## src/rtl/intx_map_pkg.sv

```systemverilog
// Shared helpers for the INTx to PIRQ mapper.
// Assumes 32 device slots and four INTx pins per slot.
package intx_map_pkg;
    localparam int SLOT_W = 5;
    localparam int PIN_W  = 2;
    localparam int PIRQ_W = 3;

    // Fixed spread for slots without a routing word: ((slot + pin) mod 4) + 4.
    function automatic logic [PIRQ_W-1:0] arith_pirq(input logic [SLOT_W-1:0] slot,
                                                     input logic [PIN_W-1:0] pin);
        logic [1:0] sum;
        sum = slot[1:0] + pin;
        return {1'b1, sum};
    endfunction
endpackage

```

## src/rtl/cc_window.sv

```systemverilog
// Byte-addressed configuration window holding the routing words.
// Assumes WIN_BYTES is a power of two of at least 8 and accesses of 1..4 bytes.
// It masks the address to the window, clips the length at the window end,
// keeps the read-only word at zero and loads the routing defaults on reset.
module cc_window #(
    parameter int          WIN_BYTES    = 64,
    parameter int          ADDR_W       = 16,
    parameter int          RT_BASE      = 32,
    parameter int          NUM_RT       = 7,
    parameter int          RO_IDX       = 5,
    parameter logic [15:0] DEFAULT_WORD = 16'h3210
) (
    input  logic                   clk,
    input  logic                   rst_n,
    input  logic                   acc_valid,
    input  logic                   acc_write,
    input  logic [ADDR_W-1:0]      acc_addr,
    input  logic [1:0]             acc_size,
    input  logic [31:0]            acc_wdata,
    output logic [31:0]            acc_rdata,
    output logic [NUM_RT-1:0][15:0] rt_words
);
    localparam int OFF_W = $clog2(WIN_BYTES);
    localparam logic [OFF_W:0] WIN_L = (OFF_W+1)'(WIN_BYTES);

    // True for the two bytes of the read-only routing word.
    function automatic bit byte_is_ro(input int b);
        return (b >= RT_BASE + 2*RO_IDX) && (b < RT_BASE + 2*RO_IDX + 2);
    endfunction

    // Reset value of a byte: routing-word halves get the default, others zero.
    function automatic logic [7:0] byte_rst(input int b);
        if (b >= RT_BASE && b < RT_BASE + 2*NUM_RT && !byte_is_ro(b))
            return ((b - RT_BASE) % 2 == 0) ? DEFAULT_WORD[7:0] : DEFAULT_WORD[15:8];
        return 8'h00;
    endfunction

    logic [OFF_W-1:0] off;
    logic [OFF_W:0]   req_len;
    logic [OFF_W:0]   end_sum;
    logic [OFF_W:0]   eff_len;
    logic             wr_fire;
    logic [7:0]       byte_vec [WIN_BYTES];
    logic [31:0]      rd_next;
    logic             unused_addr_hi;

    assign off            = acc_addr[OFF_W-1:0];
    assign unused_addr_hi = ^acc_addr[ADDR_W-1:OFF_W];
    assign wr_fire        = acc_valid && acc_write;

    // Effective access length after clipping at the window end.
    always_comb begin
        req_len = (OFF_W+1)'(acc_size) + (OFF_W+1)'(1);
        end_sum = {1'b0, off} + req_len;
        if (end_sum >= WIN_L)
            eff_len = WIN_L - {1'b0, off};
        else
            eff_len = req_len;
    end

    for (genvar b = 0; b < WIN_BYTES; b++) begin : g_byte
        if (byte_is_ro(b)) begin : g_ro
            assign byte_vec[b] = 8'h00;
        end else begin : g_rw
            localparam logic [OFF_W-1:0] B_IDX = OFF_W'(b);
            logic [OFF_W-1:0] rel;
            logic             hit;
            logic [7:0]       q;
            assign rel = B_IDX - off;
            assign hit = ({1'b0, rel} < eff_len);
            // Store the lane that lands on this byte, or load the reset value.
            always_ff @(posedge clk) begin
                if (!rst_n)
                    q <= byte_rst(b);
                else if (wr_fire && hit)
                    q <= acc_wdata[{rel[1:0], 3'b000} +: 8];
            end
            assign byte_vec[b] = q;
        end
    end

    // Gather the read lanes, zero past the clipped length.
    always_comb begin
        for (int k = 0; k < 4; k++) begin
            if ((OFF_W+1)'(k) < eff_len)
                rd_next[8*k +: 8] = byte_vec[off + OFF_W'(k)];
            else
                rd_next[8*k +: 8] = 8'h00;
        end
    end

    // Register read data on a read request.
    always_ff @(posedge clk) begin
        if (!rst_n)
            acc_rdata <= '0;
        else if (acc_valid && !acc_write)
            acc_rdata <= rd_next;
    end

    for (genvar r = 0; r < NUM_RT; r++) begin : g_word
        assign rt_words[r] = {byte_vec[RT_BASE + 2*r + 1], byte_vec[RT_BASE + 2*r]};
    end
endmodule

```

## src/rtl/route_lookup.sv

```systemverilog
// Combinational (slot, pin) to PIRQ lookup.
// Assumes the routing words arrive already assembled, one per slot from
// FIRST_SLOT, and that RO_IDX names the hard-wired slot.
module route_lookup
    import intx_map_pkg::*;
#(
    parameter int FIRST_SLOT  = 25,
    parameter int NUM_RT      = 7,
    parameter int RO_IDX      = 5,
    parameter int FIELD_SHIFT = 4
) (
    input  logic [NUM_RT-1:0][15:0] rt_words,
    input  logic [SLOT_W-1:0]       lk_slot,
    input  logic [PIN_W-1:0]        lk_pin,
    output logic [PIRQ_W-1:0]       lk_pirq
);
    localparam int IDX_W = $clog2(NUM_RT);
    localparam logic [SLOT_W-1:0] LO = SLOT_W'(FIRST_SLOT);
    localparam logic [SLOT_W-1:0] HI = SLOT_W'(FIRST_SLOT + NUM_RT - 1);

    logic [PIRQ_W-1:0] dec [NUM_RT][4];
    logic [SLOT_W-1:0] rel_slot;
    logic [IDX_W-1:0]  rel_idx;
    logic              unused_words;

    assign unused_words = ^rt_words;

    for (genvar r = 0; r < NUM_RT; r++) begin : g_slot
        for (genvar p = 0; p < 4; p++) begin : g_pin
            if (r == RO_IDX) begin : g_fixed
                assign dec[r][p] = PIRQ_W'(p + 4);
            end else begin : g_field
                assign dec[r][p] = rt_words[r][p*FIELD_SHIFT +: PIRQ_W];
            end
        end
    end

    assign rel_slot = lk_slot - LO;
    assign rel_idx  = rel_slot[IDX_W-1:0];

    // Pick the decoded field for a programmable slot, else the fixed spread.
    always_comb begin
        if (lk_slot >= LO && lk_slot <= HI)
            lk_pirq = dec[rel_idx][lk_pin];
        else
            lk_pirq = arith_pirq(lk_slot, lk_pin);
    end
endmodule

```

## src/rtl/route_notify.sv

```systemverilog
// One-cycle routing-changed pulse, registered from a write strobe.
// Assumes a write strobe of one cycle per accepted write.
module route_notify (
    input  logic clk,
    input  logic rst_n,
    input  logic wr_fire,
    output logic route_chg
);
    // Follow the write strobe one cycle late.
    always_ff @(posedge clk) begin
        if (!rst_n)
            route_chg <= 1'b0;
        else
            route_chg <= wr_fire;
    end
endmodule

```

## src/rtl/intx_pirq_mapper.sv

```systemverilog
// Top of the INTx to PIRQ mapper: configuration window, lookup and change pulse.
// Assumes one access per cycle and a lookup port driven independently.
module intx_pirq_mapper
    import intx_map_pkg::*;
#(
    parameter int          WIN_BYTES    = 64,
    parameter int          ADDR_W       = 16,
    parameter int          RT_BASE      = 32,
    parameter int          FIRST_SLOT   = 25,
    parameter int          NUM_RT       = 7,
    parameter int          RO_SLOT      = 30,
    parameter int          FIELD_SHIFT  = 4,
    parameter logic [15:0] DEFAULT_WORD = 16'h3210
) (
    input  logic                clk,
    input  logic                rst_n,
    input  logic                acc_valid,
    input  logic                acc_write,
    input  logic [ADDR_W-1:0]   acc_addr,
    input  logic [1:0]          acc_size,
    input  logic [31:0]         acc_wdata,
    output logic [31:0]         acc_rdata,
    input  logic [SLOT_W-1:0]   lk_slot,
    input  logic [PIN_W-1:0]    lk_pin,
    output logic [PIRQ_W-1:0]   lk_pirq,
    output logic                route_chg
);
    localparam int RO_IDX = RO_SLOT - FIRST_SLOT;

    logic [NUM_RT-1:0][15:0] rt_words;

    cc_window #(
        .WIN_BYTES(WIN_BYTES), .ADDR_W(ADDR_W), .RT_BASE(RT_BASE),
        .NUM_RT(NUM_RT), .RO_IDX(RO_IDX), .DEFAULT_WORD(DEFAULT_WORD)
    ) u_win (
        .clk(clk), .rst_n(rst_n), .acc_valid(acc_valid), .acc_write(acc_write),
        .acc_addr(acc_addr), .acc_size(acc_size), .acc_wdata(acc_wdata),
        .acc_rdata(acc_rdata), .rt_words(rt_words)
    );

    route_lookup #(
        .FIRST_SLOT(FIRST_SLOT), .NUM_RT(NUM_RT), .RO_IDX(RO_IDX),
        .FIELD_SHIFT(FIELD_SHIFT)
    ) u_lk (
        .rt_words(rt_words), .lk_slot(lk_slot), .lk_pin(lk_pin), .lk_pirq(lk_pirq)
    );

    route_notify u_chg (
        .clk(clk), .rst_n(rst_n), .wr_fire(acc_valid && acc_write),
        .route_chg(route_chg)
    );
endmodule

```

## config.mk

```make
export PLATFORM = sky130hd
export DESIGN_NAME = intx_pirq_mapper
export DESIGN_NICKNAME = d
export VERILOG_FILES = /design/src/rtl/intx_map_pkg.sv /design/src/rtl/cc_window.sv /design/src/rtl/route_lookup.sv /design/src/rtl/route_notify.sv /design/src/rtl/intx_pirq_mapper.sv
export SDC_FILE = /design/constraint.sdc
export NUM_CORES = 2
export LEC_CHECK = 0
export CAP_MARGIN = 20
export CORE_UTILIZATION = 40
export DETAILED_ROUTE_END_ITERATION = 12
export DONT_BUFFER_PORTS = 1
export HOLD_SLACK_MARGIN = 0.08
export SYNTH_ARGS = -nofsm -noshare
export SYNTH_HDL_FRONTEND = slang
export SYNTH_SLANG_ARGS = --single-unit
export TNS_END_PERCENT = 30
```

## constraint.sdc

```tcl
create_clock -name clk -period 16.6 [get_ports clk]
set_input_delay 2.49 -clock clk [delete_from_list [all_inputs] [get_ports clk]]
set_output_delay 2.49 -clock clk [all_outputs]
set_load 0.01 [all_outputs]
```

==> impl_metrics.env <==
export IMPL_slew_viol_final=709
export IMPL_post_route_min_period_ns=9.93
export IMPL_path_max_fanout=533
export IMPL_grt_max_degree=534
export IMPL_hold_class="reg -> reg"
export IMPL_antenna_found_initial=2
export IMPL_port_buffers=0
export IMPL_initialDrtViolationCount=5376
export IMPL_max_slew_margin=-1.86
export IMPL_rsz0062_at_grt="no"
export IMPL_vias=34900
export IMPL_skew_ns=0.0509
export IMPL_yosys_cell_types_count=115
export IMPL_synth_area_mm2=0.0410
export IMPL_wl_mm=166
export IMPL_routed_via_density=7.09
export IMPL_reg2reg_from="u_win.g_byte[5].g_rw.q[0]"
export IMPL_drc=0
export IMPL_synth_compound_area_frac=0.129
export IMPL_rows=117
export IMPL_synth_common_cells="nand2_1, mux4_2, dfxtp_1"
export IMPL_ios=97
export IMPL_finalCritPeriodShare=0.598
export IMPL_core_mm2=0.102
export IMPL_synthXorXnorAreaFrac=0.0182
export IMPL_cts_tree="done"
export IMPL_clk_pin_slew_worst_paths_ns=0.06
export IMPL_die_h_um=322
export IMPL_ys_warn_count=0
export IMPL_synthAdderAreaFrac=0.0251
export IMPL_start_kind="primary input"
export IMPL_hold_violations=0
export IMPL_area_growth_pct=6.70
export IMPL_yosys_area_top_type_share=0.316
export IMPL_async_flop_share=0
export IMPL_synth_most_common_cell="nand2_1"
export IMPL_cts_buffers=61
export IMPL_wl_per_cell_um=33.6
export IMPL_powerDensity_mw_per_mm2=83.5
export IMPL_synth_avg_cell_area_um2=11.0
export IMPL_yosys_top_cells_area="mux4_2, dfxtp_1, mux2i_1"
export IMPL_worst_pin_slew_ns=4.29
export IMPL_maxCapViolCount=0
export IMPL_grt_pass1_vias=32100
export IMPL_nNetsFinal=3640
export IMPL_failed_checks="slew limit"
export IMPL_setup_tns_ns=0
export IMPL_syn_inst=3710
export IMPL_synth_simple_area_share=0.0987
export IMPL_ys_flop_type="dfxtp_1"
export IMPL_regArea_mm2=0.0106
export IMPL_critical_path_class="in -> reg"
export IMPL_synth_edf_count=0
export IMPL_synth_nets=3851
export IMPL_cts_sinks=529
export IMPL_drive_above_1_share=0.246
export IMPL_setup_viol=0
export IMPL_grt_pass1_wl_mm=234
export IMPL_startpoint="acc_addr[0]"
export IMPL_initial_core_util=0.403
export IMPL_nFillCells=9556
export IMPL_outcome="finished with violations"
export IMPL_root_buffer="clkbuf_16"
export IMPL_yosys_area_top_type="mux4_2"
export IMPL_critPathRequiredTime_ns=17.17
export IMPL_cts_resized=0
export IMPL_grt_util_all_layers=0.314
export IMPL_antenna_left=0
export IMPL_synth_top_family_by_area="multiplexers"
export IMPL_drt_first_pass_iters=6
export IMPL_post_place_ws_ns=8.34
export IMPL_post_cts_setup_buffers=0
export IMPL_hold_start="u_win.g_byte[55].g_rw.q[6]"
export IMPL_synthMuxAreaShare=0.421
export IMPL_cts_max_level=2
export IMPL_synth_seq_area_share=0.258
export IMPL_leakage_uw=0.0159
export IMPL_grt_remaining_overflow=0
export IMPL_dieArea_mm2=0.104
export IMPL_synth_seq_cells=529
export IMPL_arrival_ns=10.50
export IMPL_die_w_um=322
export IMPL_cts_hold_buf=0
export IMPL_cts_path_max_buffers=3
export IMPL_place_congestion=0.963
export IMPL_crit_path_end_kind="flop"
export IMPL_worstSkewPairLatency_ns=0.70
export IMPL_multi_input_area_mm2=0.0285
export IMPL_hpwlAfterDp_mm=105
export IMPL_setup_slack_ns=6.67
export IMPL_fmax_mhz=101
export IMPL_peakVddDrop_v=0.000108
## layer usage
layer / global-route usage / wire length [um] / vias to the layer above
li1: - / - / 14100
met1: 0.401 / 59400 / 17500
met2: 0.450 / 69800 / 2748
met3: 0.115 / 25100 / 515
met4: 0.187 / 11100 / 0
met5: 0 / 0 / -
## path summary, 6_finish.rpt
path,to,slack [ns],cells after the start
worst max-delay path,u_win.g_byte[30].g_rw.q[2],6.67,15
worst min-delay path,u_win.g_byte[55].g_rw.q[6],0.49,2
worst max register to register,u_win.acc_rdata[16],13.79,5
worst min register to register,u_win.g_byte[55].g_rw.q[6],0.49,2
## metrics by stage
stage          cells  utilization  hold slack (ns)  power (uW)  area, um^2
2_1_floorplan   3710            -            0.451        1970       41000
3_3_place_gp    4799        0.408            0.469        2170       41600
3_5_place_dp    4801        0.409            0.474        2180       41600
4_1_cts         4917        0.429            0.484        3610       43700
5_1_grt         4920        0.430            0.507        3720       43700
6_report        4921        0.430            0.489        3650       43700
## state kept, by name, summed over array words and instances (netlist names)
signal               count
u_win.g_byte.g_rw.q    496
u_chg.route_chg          1
u_win.acc_rdata         32
## kinds of logic after synthesis
logic type,Yosys count
buffers and inverters,406
AO/OA/AOI/OAI,685
AND/OR/NAND/NOR,933
adder cells (fa/ha/maj),82
multiplexers,997
flip-flops,529
XOR/XNOR,78
## final cells by class
type	instances	share of cell area
antenna	1	0.0000572
clock buffer	85	0.0400
clock inverter	31	0.00841
inverter	59	0.00509
multi-input combinational	2775	0.652
sequential	529	0.242
tap	1368	0.0391
timing repair buffer	73	0.0132
## report_power, final
group	internal, uW	switching [uW]	leakage (uW)
Clock	831	618	0.00104
Combinational	330	495	0.0106
Sequential	1310	60.7	0.00428
Total	2480	1170	0.0159
## cells in the final DEF, fill, tap and decap left out, types with 14 or more instances in the layout
master / count
clkbuf_16: 62
a22o_1: 20
inv_1: 48
o211ai_1: 15
and3_1: 23
o21ai_0: 77
dfxtp_1: 529
mux4_2: 575
clkinv_2: 17
nand2_1: 621
o21ai_2: 14
xnor2_1: 62
nor2b_1: 31
a21o_1: 21
mux2_2: 22
mux2i_1: 397
a22oi_1: 17
a221o_1: 103
buf_4: 68
a21oi_1: 127
and2_1: 18
ha_1: 77
nor3_1: 29
a31oi_1: 48
o21ai_1: 35
nand3_1: 50
a211oi_1: 30
nor2_1: 89
o2bb2ai_1: 27
## worst max-delay path, stage by stage
cell	delay [ns]
inv_1	0.49
buf_4	0.58
ha_4	0.42
xor2_4	0.84
nor2_1	0.12
a21oi_1	0.32
ha_1	0.32
a21oi_1	0.17
nand2_1	0.07
a31oi_1	0.47
o21ai_0	0.36
o21ai_2	0.87
o21ai_1	0.44
buf_6	0.27
a221o_1	0.35
Note: power is estimated with default switching activity, not from simulation.
